`config.mk`:
```
export PLATFORM = sky130hd
export DESIGN_NAME = i2c_rd_target
export DESIGN_NICKNAME = d
export VERILOG_FILES = /design/src/rtl/i2c_rd_pkg.sv /design/src/rtl/i2c_line_sync.sv /design/src/rtl/i2c_addr_ctr.sv /design/src/rtl/i2c_rd_fsm.sv /design/src/rtl/i2c_rd_target.sv
export SDC_FILE = /design/constraint.sdc
export NUM_CORES = 1
export LEC_CHECK = 0
export BUFFER_PORTS_ARGS = -buffer_cell sky130_fd_sc_hd__buf_2
export CAP_MARGIN = 30
export CORE_MARGIN = 5
export CORE_UTILIZATION = 62
export DETAILED_ROUTE_END_ITERATION = 10
export PLACE_DENSITY_LB_ADDON = 0.08
export SYNTH_ARGS = -nofsm -noshare
export SYNTH_HDL_FRONTEND = slang
export SYNTH_SLANG_ARGS = --single-unit
```
`constraint.sdc`:
```
create_clock -name clk -period 3.4 [get_ports clk]
set_input_delay 0.68 -clock clk [delete_from_list [all_inputs] [get_ports clk]]
set_output_delay 0.68 -clock clk [all_outputs]
set_load 0.02 [all_outputs]
```
`src/rtl/i2c_rd_pkg.sv`:
```
`timescale 1ns/1ps
package i2c_rd_pkg;
  localparam int BYTE_W = 8;

  typedef enum logic [3:0] {
    ST_IDLE, ST_SEL, ST_SEL_ACK, ST_AHI, ST_AHI_ACK, ST_ALO, ST_ALO_ACK,
    ST_HOLD, ST_RD_REQ, ST_RD_LOAD, ST_TX, ST_MACK, ST_MACK_END
  } rd_state_e;
endpackage

```
`src/rtl/i2c_line_sync.sv`:
```
`timescale 1ns/1ps
module i2c_line_sync #(
  parameter int STAGES = 2
) (
  input  logic clk,
  input  logic rst,
  input  logic scl_i,
  input  logic sda_i,
  output logic scl_s,
  output logic sda_s,
  output logic scl_rise,
  output logic scl_fall,
  output logic start_det,
  output logic stop_det
);
  localparam int LINES = 2;

  logic [LINES-1:0] raw;
  logic [LINES-1:0] synced;
  logic [LINES-1:0] prev;

  assign raw = {sda_i, scl_i};

  for (genvar g = 0; g < LINES; g++) begin : g_line
    logic [STAGES-1:0] pipe;
    always_ff @(posedge clk) begin
      if (rst) begin
        pipe    <= '1;
        prev[g] <= 1'b1;
      end else begin
        pipe    <= {pipe[STAGES-2:0], raw[g]};
        prev[g] <= pipe[STAGES-1];
      end
    end
    assign synced[g] = pipe[STAGES-1];
  end

  assign scl_s     = synced[0];
  assign sda_s     = synced[1];
  assign scl_rise  = synced[0] & ~prev[0];
  assign scl_fall  = ~synced[0] & prev[0];
  assign start_det = synced[0] & prev[0] & prev[1] & ~synced[1];
  assign stop_det  = synced[0] & prev[0] & ~prev[1] & synced[1];
endmodule

```
`src/rtl/i2c_addr_ctr.sv`:
```
`timescale 1ns/1ps
module i2c_addr_ctr #(
  parameter int ADDR_W = 15,
  parameter int ID_W   = 6
) (
  input  logic              clk,
  input  logic              rst,
  input  logic              load,
  input  logic [ADDR_W-1:0] load_val,
  input  logic              inc,
  input  logic              id_space,
  output logic [ADDR_W-1:0] ctr
);
  localparam logic [ADDR_W-1:0] ADDR_ONE = ADDR_W'(1);
  localparam logic [ID_W-1:0]   ID_ONE   = ID_W'(1);

  always_ff @(posedge clk) begin
    if (rst) begin
      ctr <= '0;
    end else if (load) begin
      ctr <= load_val;
    end else if (inc) begin
      if (id_space) ctr <= {ctr[ADDR_W-1:ID_W], ctr[ID_W-1:0] + ID_ONE};
      else          ctr <= ctr + ADDR_ONE;
    end
  end
endmodule

```
`src/rtl/i2c_rd_fsm.sv`:
```
`timescale 1ns/1ps
module i2c_rd_fsm
  import i2c_rd_pkg::*;
#(
  parameter int         ADDR_W  = 15,
  parameter int         ID_W    = 6,
  parameter logic [3:0] DEV_MEM = 4'b1010,
  parameter logic [3:0] DEV_ID  = 4'b1011
) (
  input  logic              clk,
  input  logic              rst,
  input  logic              scl_rise,
  input  logic              scl_fall,
  input  logic              start_det,
  input  logic              stop_det,
  input  logic              sda_s,
  input  logic [2:0]        chip_en,
  input  logic [BYTE_W-1:0] mem_data,
  input  logic [BYTE_W-1:0] id_data,
  output logic              sda_oe,
  output logic              mem_en,
  output logic              id_en,
  output logic              ctr_load,
  output logic [ADDR_W-1:0] ctr_load_val,
  output logic              ctr_inc,
  output logic              id_space
);
  localparam int HI_W = ADDR_W - BYTE_W;
  localparam logic [3:0] CNT_FULL = 4'd8;
  localparam logic [3:0] CNT_LAST = 4'd7;
  localparam logic [3:0] CNT_ONE  = 4'd1;

  rd_state_e         state;
  logic [BYTE_W-1:0] shreg;
  logic [3:0]        bitcnt;
  logic [HI_W-1:0]   hi_q;
  logic              rw_q;
  logic              mack_q;
  logic              sel_match;
  logic              sel_is_id;
  logic [BYTE_W-1:0] fetch_data;

  assign sel_is_id  = (shreg[7:4] == DEV_ID);
  assign sel_match  = ((shreg[7:4] == DEV_MEM) || sel_is_id) && (shreg[3:1] == chip_en);
  assign fetch_data = id_space ? id_data : mem_data;

  always_ff @(posedge clk) begin
    if (rst) begin
      state        <= ST_IDLE;
      shreg        <= '0;
      bitcnt       <= '0;
      hi_q         <= '0;
      rw_q         <= 1'b0;
      mack_q       <= 1'b0;
      sda_oe       <= 1'b0;
      mem_en       <= 1'b0;
      id_en        <= 1'b0;
      ctr_load     <= 1'b0;
      ctr_load_val <= '0;
      ctr_inc      <= 1'b0;
      id_space     <= 1'b0;
    end else begin
      mem_en   <= 1'b0;
      id_en    <= 1'b0;
      ctr_load <= 1'b0;
      ctr_inc  <= 1'b0;
      if (start_det) begin
        state  <= ST_SEL;
        bitcnt <= '0;
        sda_oe <= 1'b0;
      end else if (stop_det) begin
        state  <= ST_IDLE;
        sda_oe <= 1'b0;
      end else begin
        unique case (state)
          ST_IDLE, ST_HOLD: ;
          ST_SEL, ST_AHI, ST_ALO: begin
            if (scl_rise) begin
              shreg  <= {shreg[BYTE_W-2:0], sda_s};
              bitcnt <= bitcnt + CNT_ONE;
            end else if (scl_fall && bitcnt == CNT_FULL) begin
              if (state == ST_SEL) begin
                if (sel_match) begin
                  sda_oe   <= 1'b1;
                  rw_q     <= shreg[0];
                  id_space <= sel_is_id;
                  state    <= ST_SEL_ACK;
                end else begin
                  state <= ST_IDLE;
                end
              end else if (state == ST_AHI) begin
                hi_q   <= shreg[HI_W-1:0];
                sda_oe <= 1'b1;
                state  <= ST_AHI_ACK;
              end else begin
                sda_oe   <= 1'b1;
                ctr_load <= 1'b1;
                if (id_space) ctr_load_val <= {{(ADDR_W-ID_W){1'b0}}, shreg[ID_W-1:0]};
                else          ctr_load_val <= {hi_q, shreg};
                state    <= ST_ALO_ACK;
              end
            end
          end
          ST_SEL_ACK: begin
            if (scl_fall) begin
              sda_oe <= 1'b0;
              bitcnt <= '0;
              if (rw_q) begin
                mem_en <= ~id_space;
                id_en  <= id_space;
                state  <= ST_RD_REQ;
              end else begin
                state <= ST_AHI;
              end
            end
          end
          ST_AHI_ACK: begin
            if (scl_fall) begin
              sda_oe <= 1'b0;
              bitcnt <= '0;
              state  <= ST_ALO;
            end
          end
          ST_ALO_ACK: begin
            if (scl_fall) begin
              sda_oe <= 1'b0;
              state  <= ST_HOLD;
            end
          end
          ST_RD_REQ: state <= ST_RD_LOAD;
          ST_RD_LOAD: begin
            shreg   <= fetch_data;
            sda_oe  <= ~fetch_data[BYTE_W-1];
            ctr_inc <= 1'b1;
            bitcnt  <= '0;
            state   <= ST_TX;
          end
          ST_TX: begin
            if (scl_fall) begin
              if (bitcnt == CNT_LAST) begin
                sda_oe <= 1'b0;
                state  <= ST_MACK;
              end else begin
                shreg  <= {shreg[BYTE_W-2:0], 1'b0};
                sda_oe <= ~shreg[BYTE_W-2];
                bitcnt <= bitcnt + CNT_ONE;
              end
            end
          end
          ST_MACK: begin
            if (scl_rise) begin
              mack_q <= ~sda_s;
              state  <= ST_MACK_END;
            end
          end
          ST_MACK_END: begin
            if (scl_fall) begin
              if (mack_q) begin
                mem_en <= ~id_space;
                id_en  <= id_space;
                state  <= ST_RD_REQ;
              end else begin
                state <= ST_HOLD;
              end
            end
          end
          default: state <= ST_IDLE;
        endcase
      end
    end
  end
endmodule

```
`src/rtl/i2c_rd_target.sv`:
```
`timescale 1ns/1ps
module i2c_rd_target
  import i2c_rd_pkg::*;
#(
  parameter int         ADDR_W      = 15,
  parameter int         ID_W        = 6,
  parameter int         SYNC_STAGES = 2,
  parameter logic [3:0] DEV_MEM     = 4'b1010,
  parameter logic [3:0] DEV_ID      = 4'b1011
) (
  input  logic              clk,
  input  logic              rst,
  input  logic              scl_i,
  input  logic              sda_i,
  output logic              sda_oe,
  input  logic [2:0]        chip_en,
  output logic              mem_rd_en,
  output logic [ADDR_W-1:0] mem_rd_addr,
  input  logic [BYTE_W-1:0] mem_rd_data,
  output logic              id_rd_en,
  output logic [ID_W-1:0]   id_rd_addr,
  input  logic [BYTE_W-1:0] id_rd_data
);
  logic              scl_s, sda_s, scl_rise, scl_fall, start_det, stop_det;
  logic              ctr_load, ctr_inc, id_space;
  logic [ADDR_W-1:0] ctr_load_val, ctr;

  i2c_line_sync #(.STAGES(SYNC_STAGES)) u_sync (
    .clk(clk), .rst(rst), .scl_i(scl_i), .sda_i(sda_i),
    .scl_s(scl_s), .sda_s(sda_s), .scl_rise(scl_rise), .scl_fall(scl_fall),
    .start_det(start_det), .stop_det(stop_det)
  );

  i2c_rd_fsm #(.ADDR_W(ADDR_W), .ID_W(ID_W), .DEV_MEM(DEV_MEM), .DEV_ID(DEV_ID)) u_fsm (
    .clk(clk), .rst(rst), .scl_rise(scl_rise), .scl_fall(scl_fall),
    .start_det(start_det), .stop_det(stop_det), .sda_s(sda_s), .chip_en(chip_en),
    .mem_data(mem_rd_data), .id_data(id_rd_data), .sda_oe(sda_oe),
    .mem_en(mem_rd_en), .id_en(id_rd_en), .ctr_load(ctr_load),
    .ctr_load_val(ctr_load_val), .ctr_inc(ctr_inc), .id_space(id_space)
  );

  i2c_addr_ctr #(.ADDR_W(ADDR_W), .ID_W(ID_W)) u_ctr (
    .clk(clk), .rst(rst), .load(ctr_load), .load_val(ctr_load_val),
    .inc(ctr_inc), .id_space(id_space), .ctr(ctr)
  );

  assign mem_rd_addr = ctr;
  assign id_rd_addr  = ctr[ID_W-1:0];
endmodule

```
### Word level (Yosys, flattened, before mapping)

Cells that the tools add are included.

| cells by class | value |
|---|---|
| shifts and indexed selects | 0 |
| divide/modulo/power cells | 0 |
| equality and inequality tests | 42 |
| bitwise logic cells | 22 |
| order comparisons | 0 |
| reduce and logical (&&, ||, !) cells | 25 |
| mux-type cells | 51 |
| add/subtract/negate cells | 3 |
| multiply operators | 0 |

Operators with widths:

| cell | number |
|---|---|
| $mux 4 | 16 |
| $mux 15 | 4 |
| $pmux 4 s10 | 1 |
| $eq 4x4->1 const B | 8 |
| $mux 8 | 4 |
| $ne 4x3->1 const B | 7 |
| $pmux 8 s3 | 1 |
| $reduce_and 7->1 | 3 |
| $eq 4x3->1 const B | 5 |
| $ne 2x1->1 const B | 10 |
| $reduce_and 10->1 | 2 |
| $mux 1 | 19 |
| $reduce_and 6->1 | 3 |
| $pmux 4 s4 | 1 |
| $add 15x1->15 const B | 1 |
| $not 1->1 | 15 |
| $reduce_or 3->1 | 3 |
| $eq 4x2->1 const B | 2 |
| $ne 2x2->1 const B | 4 |
| $ne 4x4->1 const B | 2 |
| $reduce_bool 4->1 | 2 |
| $and 1x1->1 | 7 |
| $reduce_or 7->1 | 1 |
| $add 6x1->6 const B | 1 |
| other kinds (16) | 21 |

| storage, ports and cells | value |
|---|---|
| output and inout bits | 24 |
| bits in writable memories | 0 |
| bits in registers | 67 |
| logic and storage cells | 163 |
| memory bits (read-only) | 0 |
| bits of input ports | 23 |
| latch bits | 0 |
| memories kept | 0 |

### Longest topological paths before layout

| depth | value |
|---|---|
| depth in word-level cells | 10 |
| depth in mapped cells | 8 |
| gate-level depth less buffers | 6 |

### Hierarchy

From an unflattened synthesis, not the netlist that was laid out.

| second synthesis, totals | value |
|---|---|
| cell total of the unflattened synthesis | 439 |
| area, all modules | 3662.3 µm² |

By module, submodules not included:

| module | instances | seq. area each (µm²) | area each (µm²) | cells an instance |
|---|---|---|---|---|
| i2c_rd_fsm | 1 | 920.9 | 2542.4 | 312 |
| i2c_addr_ctr | 1 | 300.3 | 884.6 | 105 |
| i2c_line_sync | 1 | 120.1 | 190.2 | 16 |
| i2c_rd_target | 1 | 0.0 | 45.0 | 6 |

### Worst setup path before layout

OpenSTA, ideal clock, no wires.

| timing path | value |
|---|---|
| path kind | input to register |
| from | in chip_en[2] |
| to | reg u_fsm.sda_oe |
| data required time | 3305 ps |
| stages | 5 |
| buffers on the path | 0 |
| arrival time | 1723 ps |
| setup time | 95 ps |
| setup slack | 1582 ps |
| cell sequence | xor2_1 -> nor4_1 -> o32a_1 -> o221ai_1 -> a221oi_1 |

| between the ends | value |
|---|---|
| cells in the longest elaborated chain, start to end | 4 |

RTL lines:

| element | RTL line | source |
|---|---|---|
| start, declared | i2c_rd_target.sv:16 | `input logic [2:0] chip_en,` |
| $eq 3x3->1 | i2c_rd_fsm.sv:44 | `assign sel_match = ((shreg[7:4] == DEV_MEM) \|\| sel_is_id) && (shreg[3:1] == chip_en);` |
| $logic_and 1x1->1 | i2c_rd_fsm.sv:44 |  |
| $ne 3x2->1 (no line) | n/a |  |
| $reduce_and 6->1 (no line) | n/a |  |
| end signal, assigned | i2c_rd_fsm.sv:133 | `sda_oe <= ~fetch_data[BYTE_W-1];` |
| end signal, assigned | i2c_rd_fsm.sv:145 | `sda_oe <= ~shreg[BYTE_W-2];` |
| end, declared | i2c_rd_fsm.sv:20 | `output logic sda_oe,` |

No other way between the ends.
A chain may end at the register's enable or synchronous reset.

### Final worst setup path

| timing path | value |
|---|---|
| from | reg u_fsm.state[1] |
| to | reg u_fsm.shreg[7] |

| between the ends | value |
|---|---|
| cells in the longest elaborated chain, start to end | 4 |
| elaborated cells between the ends (all ways) | 12 |
| those cells by class | eq/ne (8); mux (1); reduce/logical (3) |

RTL lines:

| element | RTL line | source |
|---|---|---|
| start, declared | i2c_rd_fsm.sv:33 | `rd_state_e state;` |
| start signal, assigned | i2c_rd_fsm.sv:49 | `state <= ST_IDLE;` |
| start signal, assigned | i2c_rd_fsm.sv:68 | `state <= ST_SEL;` |
| start signal, assigned | i2c_rd_fsm.sv:72 | `state <= ST_IDLE;` |
| $eq 4x3->1 (tied with other cells) | i2c_rd_fsm.sv:75 | `unique case (state)` |
| $reduce_or 3->1 | i2c_rd_fsm.sv:75 |  |
| $ne 2x2->1 (no line) or $reduce_bool 3->1 (tied branches) | n/a |  |
| $reduce_and 6->1 (no line) | n/a |  |
| end signal, assigned | i2c_rd_fsm.sv:79 | `shreg <= {shreg[BYTE_W-2:0], sda_s};` |
| end signal, assigned | i2c_rd_fsm.sv:132 | `shreg <= fetch_data;` |
| end signal, assigned | i2c_rd_fsm.sv:144 | `shreg <= {shreg[BYTE_W-2:0], 1'b0};` |
| end, declared | i2c_rd_fsm.sv:34 | `logic [BYTE_W-1:0] shreg;` |

Several ways; a longest one is shown, not always the timed one.

==> flow_summary.toml <==
[logic_synthesis]
ys_warn_count = 0
synth_nets = 454
synth.top_cell.area_share_pct = 38.2
synth.area.mux_share_pct = 7.21
yosys_register_bits = 67
synth.area.top_cells = "dfxtp_1 38%, mux2i_1 6.6%, a21oi_1 6.3%, nand2_1 5.6%, nor2_1 5.0%"
postSynth.asyncResetShare_pct = 0
synth_compound_area_share_pct = 17.6
synth_edf_count = 0
ys.flop_type = "dfxtp_1"
synth_top_family_by_area = "simple AND/OR/NAND/NOR gates"
netlist_area_um2 = 3510
ys_seq_area_share_pct = 38.2
synthXorXnorAreaFrac_pct = 4.25
yosys.area_share.simple_pct = 25.7
syn-instance-count = 428
synth_fa_ha_area_share_pct = 1.07
syn_avg_cell_area_um2 = 8.19
ys_types = 56
yosys.area.top_type = "dfxtp_1"

[cts]
clk_pin_slew_worst_paths_ns = 0.07
cts-root-buf = "clkbuf_8"
htreeDepth = 3
cts_tree = "built"
clock_sinks = 67
cts_buffers = 9
post_cts_resized = 0
postCtsSetupRepairBufs = 0
insertion_delay_ns = 0.34
cts_hold_buf = 0
cts_buffer_depth = 2

[job]
maxCapViolCount = 0

[worst_setup_path]
cp.required_ns = 3.67
critical-path-slowest-cell = "dfxtp_1"
slowest_delay_ns = 0.87
crit_chain = "and2b_1 > nand4_1 > a211o_1 > or3b_1 > a21oi_1"
crit_arrival_ns = 2.68
critPathKind = "register to register"
startpoint_type = "register"
cp_max_fo = 26
endpoint_kind = "register"
reg2regPathDepth = 5

[pwr]
p_sw_share_pct = 30.0
power_frac_seq_pct = 47.0
cellLeakagePower_nw = 1.48
ir_drop_mv = 0.354
power_density_nw_per_um2 = 485
p_sw_mw = 0.563
pwr-share-clk_pct = 36.3
combinationalPowerShare_pct = 16.7
p_int_mw = 1.31

[die]
core_um2 = 5510
die-area_um2 = 7260
die_h_um = 85.2
start_util_pct = 63.7
rows = 27
die_x_um = 85.2
io_pins = 47

[min_path]
min_path_type = "register to register"
hold_path_depth = 1

[layout]
final_cell_mix = "67 x dfxtp_1, 52 x nand2_1, 47 x nor2_1"
layout_commonest_cell = "dfxtp_1"
syn_to_final_growth_pct = 10.3
antenna_cells = 0
fill_cells = 473
stdcell_area_um2 = 3870
final_cells = 532
drive_gt1_share_pct = 17.6
regArea_um2 = 1340
multi_input_area_um2 = 1960
final_nets = 481

[detailed_routing]
avgViaCountPerCell = 5.81
wl_um = 8020
postRouteAntennaNets = 0
drtIter0Drc = 241
drc = 0
via_count = 3089
dr.pass1.iters = 5
wl_per_cell_um = 15.1

[timing]
max_slew.worst_pin.slew_ns = 0.857
max_slew_margin_pct = 42.8
skew_ns = 0.00630
setup_violations = 0
period_share_pct = 70.9
drv_slew = 0
timing.final.hold_violations = 0
fin_crit_ns = 2.41
rsz0062_at_grt = "no"
tns_ns = 0
fmax_mhz = 415

[grt]
antenna_found_initial = 0
gr-total-overflow = 0
grt_pass1_vias = 2855
grt_usage_pct = 23.3
grt_max_degree = 35
grt_first_pass_wirelength_um = 13700

[placement]
dpl.cell_count = 516
gp_congestion = 0.907
dp_hpwl_um = 5660
io_buffers = 46
place_area_um2 = 3670

[run_status]
outcome = "completed"
[kinds of logic (layout without fill, tap and decap cells)]
logic type               Yosys count  after routing
flip-flops                        67             67
AND/OR/NAND/NOR                  181            181
buffers and inverters             42             74
XOR/XNOR                          17             17
multiplexers                      25             25
adder cells (fa/ha/maj)            3              3
AO/OA/AOI/OAI                     93             93
[stage by stage]
| stage | power (mW) | utilization (%) | hold slack (ns) | setup WS, ns |
|---|---|---|---|---|
| finish | 1.88 | 70.3 | 0.415 | 0.990 |
| global route | 1.97 | 70.3 | 0.433 | 0.744 |
| CTS | 1.88 | 70.3 | 0.415 | 1.01 |
| detailed placement | 1.21 | 66.6 | 0.397 | 1.03 |
| global placement | 1.20 | 66.6 | 0.392 | 1.10 |
| floorplan | 1.15 | - | 0.389 | 1.58 |
[synthesized netlist by cell type (6+ instances only)]
cell type,number
a211o_1,8
a21oi_1,44
buf_2,12
buf_4,8
clkbuf_1,10
dfxtp_1,67
inv_1,9
mux2i_1,23
nand2_1,52
nand2b_1,7
nand3_1,17
nand4_1,11
nor2_1,47
nor2b_1,7
nor3_1,6
o21ai_0,8
or2_2,9
xnor2_1,10
xor2_1,7
[layer usage]
layer / vias to the layer above / part of all wire [%] / track usage [%]
li1: 1560 / - / -
met3: 10 / 5.3 / 4.27
met4: 0 / 1.4 / 9.06
met5: - / 0 / 0
met1: 1439 / 50 / 33.9
met2: 80 / 44 / 33.9
[final cells by class]
cell class | instances | share of cell area [%]
clock inverters | 6 | 1.62
repair buffers | 48 | 6.34
well taps | 72 | 2.33
inverters | 10 | 0.970
multi-input cells | 319 | 50.5
clock buffers | 10 | 3.56
flip-flops and latches | 67 | 34.7
[power by group through the flow]
stage / clock network (mW) / logic (mW) / registers (mW)
after CTS: 0.688 / 0.314 / 0.879
after floorplan: 0 / 0.308 / 0.842
after global routing: 0.730 / 0.348 / 0.890
after global placement: 0 / 0.304 / 0.897
after detailed placement: 0 / 0.312 / 0.898
final: 0.681 / 0.314 / 0.881
[flip-flops by register name, summed over array words and instances, names as in the netlist, 2 cells and up]
signal              flops
u_fsm.hi_q              7
u_fsm.shreg             8
u_sync.g_line.pipe      4
u_fsm.ctr_load_val     15
u_ctr.ctr              15
u_fsm.bitcnt            4
u_sync.prev             2
u_fsm.state             4
[critical path, delay by kind of cell (launching register included)]
family	cells	cell delay [ns]
AO/OA/AOI/OAI	2	0.63
AND/OR/NAND/NOR	3	0.83
flip-flops	1	0.87
[worst paths after layout]
kind	slack, ns	startpoint	end
max reg2reg	0.99	u_fsm.state[1]$_SDFFE_PP0P_	u_fsm.shreg[7]$_SDFFE_PP0P_
min reg2reg	0.41	u_sync.g_line[1].pipe[0]$_SDFF_PP1_	u_sync.g_line[1].pipe[1]$_SDFF_PP1_
max	0.99	u_fsm.state[1]$_SDFFE_PP0P_	u_fsm.shreg[7]$_SDFFE_PP0P_
min	0.41	u_sync.g_line[1].pipe[0]$_SDFF_PP1_	u_sync.g_line[1].pipe[1]$_SDFF_PP1_
(Power assumes the default switching activity.)
